File: src/rtl/rtc_cal_pkg.sv
package rtc_cal_pkg;

  localparam int unsigned NUM_FLDS = 8;

  typedef enum logic [2:0] {
    FLD_SEC  = 3'd0,
    FLD_MIN  = 3'd1,
    FLD_HOUR = 3'd2,
    FLD_WDAY = 3'd3,
    FLD_MDAY = 3'd4,
    FLD_MON  = 3'd5,
    FLD_YEAR = 3'd6,
    FLD_CENT = 3'd7
  } fld_e;

  typedef logic [NUM_FLDS-1:0][7:0] flds_t;

  localparam flds_t FLDS_RESET = {8'd0, 8'd0, 8'd1, 8'd1, 8'd1, 8'd0, 8'd0, 8'd0};

  function automatic logic [7:0] bin_to_bcd(input logic [7:0] v);
    logic [7:0] tens;
    logic [7:0] ones;
    tens = v / 8'd10;
    ones = v % 8'd10;
    return {tens[3:0], ones[3:0]};
  endfunction

  function automatic logic [7:0] bcd_to_bin(input logic [7:0] b);
    return ({4'd0, b[7:4]} * 8'd10) + {4'd0, b[3:0]};
  endfunction

  function automatic logic [7:0] days_in_month(input logic [7:0] mon, input logic [7:0] yr);
    case (mon)
      8'd2:                      return (yr[1:0] == 2'd0) ? 8'd29 : 8'd28;
      8'd4, 8'd6, 8'd9, 8'd11:   return 8'd30;
      default:                   return 8'd31;
    endcase
  endfunction

endpackage

File: src/rtl/rtc_sub_second.sv
module rtc_sub_second #(
  parameter int unsigned TICKS_PER_SEC = 32768,
  parameter int unsigned BUSY_TICKS    = 8
) (
  input  logic clk_i,
  input  logic rst_ni,
  input  logic tick_i,
  input  logic run_i,
  input  logic div_rst_i,
  input  logic freeze_i,
  input  logic restart_i,
  output logic busy_o,
  output logic roll_o,
  output logic update_o
);

  localparam int unsigned CW = (TICKS_PER_SEC > 1) ? $clog2(TICKS_PER_SEC) : 1;
  localparam logic [CW-1:0] LAST      = CW'(TICKS_PER_SEC - 1);
  localparam logic [CW-1:0] HALF      = CW'(TICKS_PER_SEC / 2);
  localparam logic [CW-1:0] BUSY_FROM = CW'(TICKS_PER_SEC - BUSY_TICKS);

  logic [CW-1:0] sub_q;
  logic          upd_q;

  assign roll_o   = tick_i & run_i & ~restart_i & (sub_q == LAST);
  assign busy_o   = run_i & ~freeze_i & (sub_q >= BUSY_FROM);
  assign update_o = upd_q;

  always_ff @(posedge clk_i or negedge rst_ni) begin
    if (!rst_ni) begin
      sub_q <= '0;
      upd_q <= 1'b0;
    end else begin
      upd_q <= roll_o;
      // divider reset preloads half a second so release delays the first update
      if (div_rst_i)               sub_q <= HALF;
      else if (restart_i)          sub_q <= '0;
      else if (tick_i && run_i)    sub_q <= (sub_q == LAST) ? '0 : sub_q + CW'(1);
    end
  end

endmodule

File: src/rtl/rtc_calendar.sv
module rtc_calendar
  import rtc_cal_pkg::*;
(
  input  logic       clk_i,
  input  logic       rst_ni,
  input  logic       adv_i,
  input  logic       wr_en_i,
  input  fld_e       wr_sel_i,
  input  logic [7:0] wr_val_i,
  output flds_t      flds_o
);

  flds_t flds_q;
  flds_t nxt;

  always_comb begin
    nxt = flds_q;
    if (flds_q[FLD_SEC] >= 8'd59) begin
      nxt[FLD_SEC] = 8'd0;
      if (flds_q[FLD_MIN] >= 8'd59) begin
        nxt[FLD_MIN] = 8'd0;
        if (flds_q[FLD_HOUR] >= 8'd23) begin
          nxt[FLD_HOUR] = 8'd0;
          nxt[FLD_WDAY] = (flds_q[FLD_WDAY] >= 8'd7) ? 8'd1 : flds_q[FLD_WDAY] + 8'd1;
          if (flds_q[FLD_MDAY] >= days_in_month(flds_q[FLD_MON], flds_q[FLD_YEAR])) begin
            nxt[FLD_MDAY] = 8'd1;
            if (flds_q[FLD_MON] >= 8'd12) begin
              nxt[FLD_MON] = 8'd1;
              if (flds_q[FLD_YEAR] >= 8'd99) begin
                nxt[FLD_YEAR] = 8'd0;
                nxt[FLD_CENT] = (flds_q[FLD_CENT] >= 8'd99) ? 8'd0 : flds_q[FLD_CENT] + 8'd1;
              end else begin
                nxt[FLD_YEAR] = flds_q[FLD_YEAR] + 8'd1;
              end
            end else begin
              nxt[FLD_MON] = flds_q[FLD_MON] + 8'd1;
            end
          end else begin
            nxt[FLD_MDAY] = flds_q[FLD_MDAY] + 8'd1;
          end
        end else begin
          nxt[FLD_HOUR] = flds_q[FLD_HOUR] + 8'd1;
        end
      end else begin
        nxt[FLD_MIN] = flds_q[FLD_MIN] + 8'd1;
      end
    end else begin
      nxt[FLD_SEC] = flds_q[FLD_SEC] + 8'd1;
    end
  end

  always_ff @(posedge clk_i or negedge rst_ni) begin
    if (!rst_ni)      flds_q <= FLDS_RESET;
    else if (wr_en_i) flds_q[wr_sel_i] <= wr_val_i;
    else if (adv_i)   flds_q <= nxt;
  end

  assign flds_o = flds_q;

endmodule

File: src/rtl/rtc_field_codec.sv
module rtc_field_codec
  import rtc_cal_pkg::*;
(
  input  logic       binary_mode_i,
  input  logic       hour24_i,
  input  flds_t      flds_i,
  input  fld_e       wr_sel_i,
  input  logic [7:0] wr_data_i,
  output flds_t      enc_o,
  output logic [7:0] wr_val_o
);

  for (genvar g = 0; g < NUM_FLDS; g++) begin : g_enc
    if (g == int'(FLD_HOUR)) begin : g_hour
      logic [7:0] h12;
      logic [7:0] h12_enc;
      logic [7:0] h24_enc;
      logic       pm;
      always_comb begin
        pm = (flds_i[g] >= 8'd12);
        if (flds_i[g] == 8'd0)       h12 = 8'd12;
        else if (flds_i[g] > 8'd12)  h12 = flds_i[g] - 8'd12;
        else                         h12 = flds_i[g];
        h12_enc = binary_mode_i ? h12 : bin_to_bcd(h12);
        h24_enc = binary_mode_i ? flds_i[g] : bin_to_bcd(flds_i[g]);
      end
      assign enc_o[g] = hour24_i ? h24_enc : {pm, h12_enc[6:0]};
    end else begin : g_plain
      assign enc_o[g] = binary_mode_i ? flds_i[g] : bin_to_bcd(flds_i[g]);
    end
  end

  logic       hr12_wr;
  logic [7:0] raw;
  logic [7:0] dec;

  always_comb begin
    hr12_wr = (wr_sel_i == FLD_HOUR) && !hour24_i;
    raw     = hr12_wr ? {1'b0, wr_data_i[6:0]} : wr_data_i;
    dec     = binary_mode_i ? raw : bcd_to_bin(raw);
    if (hr12_wr) wr_val_o = ((dec == 8'd12) ? 8'd0 : dec) + (wr_data_i[7] ? 8'd12 : 8'd0);
    else         wr_val_o = dec;
  end

endmodule

File: src/rtl/rtc_calendar_counter.sv
module rtc_calendar_counter
  import rtc_cal_pkg::*;
#(
  parameter int unsigned TICKS_PER_SEC = 32768,
  parameter int unsigned BUSY_TICKS    = 8
) (
  input  logic       clk_i,
  input  logic       rst_ni,
  input  logic       tick_i,
  input  logic       binary_mode_i,
  input  logic       hour24_i,
  input  logic       freeze_i,
  input  logic [2:0] div_ctl_i,
  input  logic       wr_en_i,
  input  logic [2:0] wr_sel_i,
  input  logic [7:0] wr_data_i,
  output logic [7:0] sec_o,
  output logic [7:0] min_o,
  output logic [7:0] hour_o,
  output logic [7:0] wday_o,
  output logic [7:0] mday_o,
  output logic [7:0] month_o,
  output logic [7:0] year_o,
  output logic [7:0] century_o,
  output logic       busy_o,
  output logic       update_o
);

  logic       run;
  logic       div_rst;
  logic       roll;
  logic [7:0] wr_val;
  fld_e       wr_sel;
  flds_t      cal_flds;
  flds_t      enc_flds;

  assign run     = (div_ctl_i <= 3'b010);
  assign div_rst = &div_ctl_i[2:1];
  assign wr_sel  = fld_e'(wr_sel_i);

  rtc_sub_second #(
    .TICKS_PER_SEC(TICKS_PER_SEC),
    .BUSY_TICKS   (BUSY_TICKS)
  ) u_div (
    .clk_i    (clk_i),
    .rst_ni   (rst_ni),
    .tick_i   (tick_i),
    .run_i    (run),
    .div_rst_i(div_rst),
    .freeze_i (freeze_i),
    .restart_i(wr_en_i),
    .busy_o   (busy_o),
    .roll_o   (roll),
    .update_o (update_o)
  );

  rtc_calendar u_cal (
    .clk_i   (clk_i),
    .rst_ni  (rst_ni),
    .adv_i   (roll & ~freeze_i),
    .wr_en_i (wr_en_i),
    .wr_sel_i(wr_sel),
    .wr_val_i(wr_val),
    .flds_o  (cal_flds)
  );

  rtc_field_codec u_codec (
    .binary_mode_i(binary_mode_i),
    .hour24_i     (hour24_i),
    .flds_i       (cal_flds),
    .wr_sel_i     (wr_sel),
    .wr_data_i    (wr_data_i),
    .enc_o        (enc_flds),
    .wr_val_o     (wr_val)
  );

  assign sec_o     = enc_flds[FLD_SEC];
  assign min_o     = enc_flds[FLD_MIN];
  assign hour_o    = enc_flds[FLD_HOUR];
  assign wday_o    = enc_flds[FLD_WDAY];
  assign mday_o    = enc_flds[FLD_MDAY];
  assign month_o   = enc_flds[FLD_MON];
  assign year_o    = enc_flds[FLD_YEAR];
  assign century_o = enc_flds[FLD_CENT];

endmodule

File: config.mk
export PLATFORM = sky130hd
export DESIGN_NAME = rtc_calendar_counter
export DESIGN_NICKNAME = d
export VERILOG_FILES = /design/src/rtl/rtc_cal_pkg.sv /design/src/rtl/rtc_sub_second.sv /design/src/rtl/rtc_calendar.sv /design/src/rtl/rtc_field_codec.sv /design/src/rtl/rtc_calendar_counter.sv
export SDC_FILE = /design/constraint.sdc
export NUM_CORES = 1
export LEC_CHECK = 0
export BUFFER_PORTS_ARGS = -buffer_cell sky130_fd_sc_hd__buf_2
export CORE_AREA = 2 2 210 160
export DETAILED_ROUTE_END_ITERATION = 10
export DIE_AREA = 0 0 212 162
export HOLD_SLACK_MARGIN = 0.12
export SLEW_MARGIN = 20
export SYNTH_ARGS = -nofsm -noshare
export SYNTH_HDL_FRONTEND = slang
export SYNTH_HIERARCHICAL = 1
export SYNTH_SLANG_ARGS = --single-unit
File: constraint.sdc
create_clock -name clk_i -period 4.8 [get_ports clk_i]
set_clock_uncertainty 0.05 [all_clocks]
set_input_delay 0.48 -clock clk_i [delete_from_list [all_inputs] [get_ports clk_i]]
set_output_delay 0.48 -clock clk_i [all_outputs]
set_load 0.01 [all_outputs]
==> flow_metrics.py <==
metrics = {
    "setup_path": {
        "crit_type": "in2reg",
        "r2r_start": "u_cal/flds_o[44]$_DFFE_PN0P_",
        "worstSetupEndpointType": "register",
        "r2r_slack_ns": 1.30,
        "worstPathArrival_ns": 4.76,
        "cp_data_required_time_ns": 5.01,
        "cp_max_fo": 4,
        "ff2ff_path_depth": 8,
        "startpoint_type": "input pin",
        "rr_endpoint": "u_cal/flds_o[62]$_DFFE_PN0P_",
    },
    "final_layout": {
        "antenna_cells": 0,
        "design_area_sq_mm": 0.0117,
        "nNetsFinal": 1507,
        "layout_commonest_cell": "nand2_1",
        "syn2layout_area_growth_pct": 11.1,
        "fin_util": 0.364,
        "fillers": 3345,
        "drive_gt1_frac": 0.152,
        "layout_common_cells": "nand2_1 (132), nor2_1 (127), o21ai_0 (125)",
    },
    "floorplanning": {
        "die_h_um": 162,
        "rows": 57,
        "die_area_sq_mm": 0.0343,
        "dieWidth_um": 212,
        "core_area_sq_mm": 0.0322,
        "initial_core_util": 0.328,
        "io_pins": 87,
    },
    "status": {
        "status": "finished, final reports clean",
    },
    "sta": {
        "worst_pin_slew_ns": 0.944,
        "hold_viol": 0,
        "setup_violations": 0,
        "max_freq_mhz": 220,
        "post-route-period-util": 0.946,
        "post-route-min-period_ns": 4.54,
        "slew_violations": 0,
        "rsz0062_at_grt": "false",
        "max_slew_margin": 0.371,
    },
    "drt": {
        "dr.max_layer_used": "met5",
        "wl_met1_um": 16000,
        "drtIter0Drc": 966,
        "drc": 0,
        "dr_wl_met3_um": 1870,
        "wl_um": 31500,
        "ant_nets": 0,
        "viasPerCell": 5.82,
        "num_vias": 11037,
        "wl_per_cell_um": 16.6,
        "first_pass_iters": 8,
        "wl_met2_um": 13400,
    },
    "grt": {
        "antenna_found_initial": 1,
        "grt_pass1_wl_um": 50800,
        "groute.usage.overall": 0.178,
        "grt_max_degree": 71,
        "first_global_vias": 9671,
        "grt_overflow_total": 0,
    },
    "logic_synthesis": {
        "synth_nets": 1482,
        "synthArstFlopShare": 1.00,
        "synth_area_per_cell_sq_um": 7.40,
        "syn_area_sq_mm": 0.0105,
        "synth-seq-cells": 80,
        "ys_seq_area_frac": 0.190,
        "synth_edf_count": 0,
        "synth_cells": 1423,
        "yosys_most_used_dff": "dfrtp_1",
        "ys_warn_count": 6,
        "synth_cell_types": 110,
    },
    "placed_design": {
        "dp_hpwl_um": 22700,
        "post_dp_cell_area_sq_mm": 0.0113,
        "globalplace.congestion": 0.856,
        "port_buffers": 86,
    },
    "power": {
        "power_leakage_nw": 4.61,
        "power.density_mw_per_mm2": 477,
        "peakVddDrop_mv": 0.218,
    },
    "clocking": {
        "cts_tree": "built",
        "cts.htree.levels": 3,
        "clock_latency_ns": 0.35,
        "cts_buffers": 9,
        "clk_pin_slew_worst_paths_ns": 0.06,
        "clock_tree.root_cell": "clkbuf_16",
        "clk_path_buf_depth": 2,
        "clock_sinks": 80,
    },
    "min_path": {
        "holdPathEnd": "u_div/sub_q[0]$_DFFE_PN0P_",
        "hold_start": "tick_i",
        "hold_path_class": "in2reg",
        "whs_path_depth": 3,
    },
    "run": {
        "drv_cap": 0,
    },
}
where the power goes:
group / internal, W / switching, W
Sequential: 0.000818 / 0.000594
Combinational: 0.00153 / 0.00189
Clock: 0.000460 / 0.000296
Total: 0.00281 / 0.00278
logic make-up after synthesis:
kind of cell | Yosys count | share of synthesized area
AO/OA/AOI/OAI | 470 | 0.314
buffers and inverters | 184 | 0.0739
AND/OR/NAND/NOR | 531 | 0.263
multiplexers | 54 | 0.0569
flip-flops | 80 | 0.190
adder cells (fa/ha/maj) | 42 | 0.0511
XOR/XNOR | 62 | 0.0515
flip-flops by register name, indices dropped and copies added (netlist names):
name / count
u_cal/flds_o: 64
u_div/sub_q: 15
u_div/update_o: 1
repair_timing:
action,4_1_cts,5_1_grt
endpoints found under the setup margin,0,21
hold buffers,1,0
gates resized for setup,0,9
endpoints found under the hold margin,10,0
setup buffers,0,1
per-stage QoR:
step	hold WS [ns]	instances	setup slack (ns)	setup TNS, ns	power, W
global placement	0.276	1877	-0.235	-1.26	0.00471
global route	0.403	1895	0.0523	0	0.00610
detailed placement	0.274	1877	-0.302	-3.42	0.00479
CTS	0.383	1894	0.0639	0	0.00557
floorplan	0.134	1423	-0.216	-0.321	0.00389
finish	0.397	1895	0.260	0	0.00559
cell type report:
class | instances | area [sq um] | share of cell area
clock buffers | 10 | 229 | 0.0196
clock inverters | 6 | 91.3 | 0.00780
inverters | 75 | 282 | 0.0240
multi-input cells | 1159 | 7840 | 0.669
flip-flops and latches | 80 | 2010 | 0.171
well taps | 442 | 553 | 0.0472
repair buffers | 123 | 713 | 0.0609
metal layers:
| layer | up-vias | global-route usage |
|---|---|---|
| met4 | 2 | 0.0391 |
| met5 | - | 0 |
| met3 | 27 | 0.0236 |
| li1 | 5351 | - |
| met1 | 5291 | 0.274 |
| met2 | 366 | 0.262 |
critical path, stage by stage:
cell and delay, ns:
buf_2 0.10, or4b_4 0.57, and2_4 0.20, ha_4 0.22, ha_4 0.16, fa_1 0.53
nor3b_4 0.24, mux2i_1 0.11, a32oi_2 0.20, nand4_1 0.10, nor2_1 0.20, nor2_1 0.07
ha_1 0.29, a21oi_1 0.05, or3_1 0.33, xor2_1 0.30, nand2_2 0.17, buf_4 0.20
o41a_1 0.10, o21ai_1 0.12
worst max-delay path by stage:
stage	start	endpoint
4_1_cts	hour24_i	u_cal/flds_o[54]$_DFFE_PN0P_
3_3_place_gp	hour24_i	u_cal/flds_o[54]$_DFFE_PN0P_
2_1_floorplan	hour24_i	u_cal/flds_o[62]$_DFFE_PN0P_
5_1_grt	wr_sel_i[2]	u_cal/flds_o[13]$_DFFE_PN0P_
6_report	wr_sel_i[2]	u_cal/flds_o[5]$_DFFE_PN0P_
3_5_place_dp	hour24_i	u_cal/flds_o[54]$_DFFE_PN0P_
cell usage after synthesis, types with 8 or more instances:
| master | instances | area share |
|---|---|---|
| inv_1 | 73 | 0.026 |
| o22ai_1 | 13 | 0.0077 |
| and2_1 | 9 | 0.0053 |
| o21ai_1 | 12 | 0.0057 |
| xor2_1 | 21 | 0.017 |
| o211ai_1 | 9 | 0.0064 |
| a32oi_1 | 9 | 0.0075 |
| o21a_1 | 12 | 0.0086 |
| o31a_1 | 8 | 0.0067 |
| a21oi_1 | 82 | 0.039 |
| nand2_1 | 133 | 0.047 |
| nor4_1 | 15 | 0.0089 |
| a211oi_1 | 13 | 0.0093 |
| nand4_1 | 20 | 0.012 |
| dfrtp_1 | 77 | 0.18 |
| buf_2 | 22 | 0.010 |
| and3_1 | 17 | 0.010 |
| nand3_1 | 41 | 0.019 |
| o32a_1 | 15 | 0.014 |
| nor2b_1 | 25 | 0.015 |
| nor3b_1 | 13 | 0.0093 |
| nand2b_1 | 31 | 0.018 |
| mux2_2 | 17 | 0.018 |
| buf_4 | 10 | 0.0071 |
| a32o_1 | 8 | 0.0076 |
| or3_1 | 17 | 0.010 |
| clkbuf_1 | 68 | 0.024 |
| xnor2_1 | 41 | 0.034 |
| ha_1 | 35 | 0.042 |
| a31oi_1 | 11 | 0.0065 |
| o31ai_1 | 13 | 0.0093 |
| o21ai_0 | 126 | 0.060 |
| mux2i_1 | 27 | 0.026 |
| nor3_1 | 33 | 0.016 |
| o32ai_1 | 12 | 0.010 |
| nor2_1 | 127 | 0.045 |
| o221ai_1 | 9 | 0.0075 |
| a21o_1 | 8 | 0.0057 |
(Power assumes the default switching activity.)
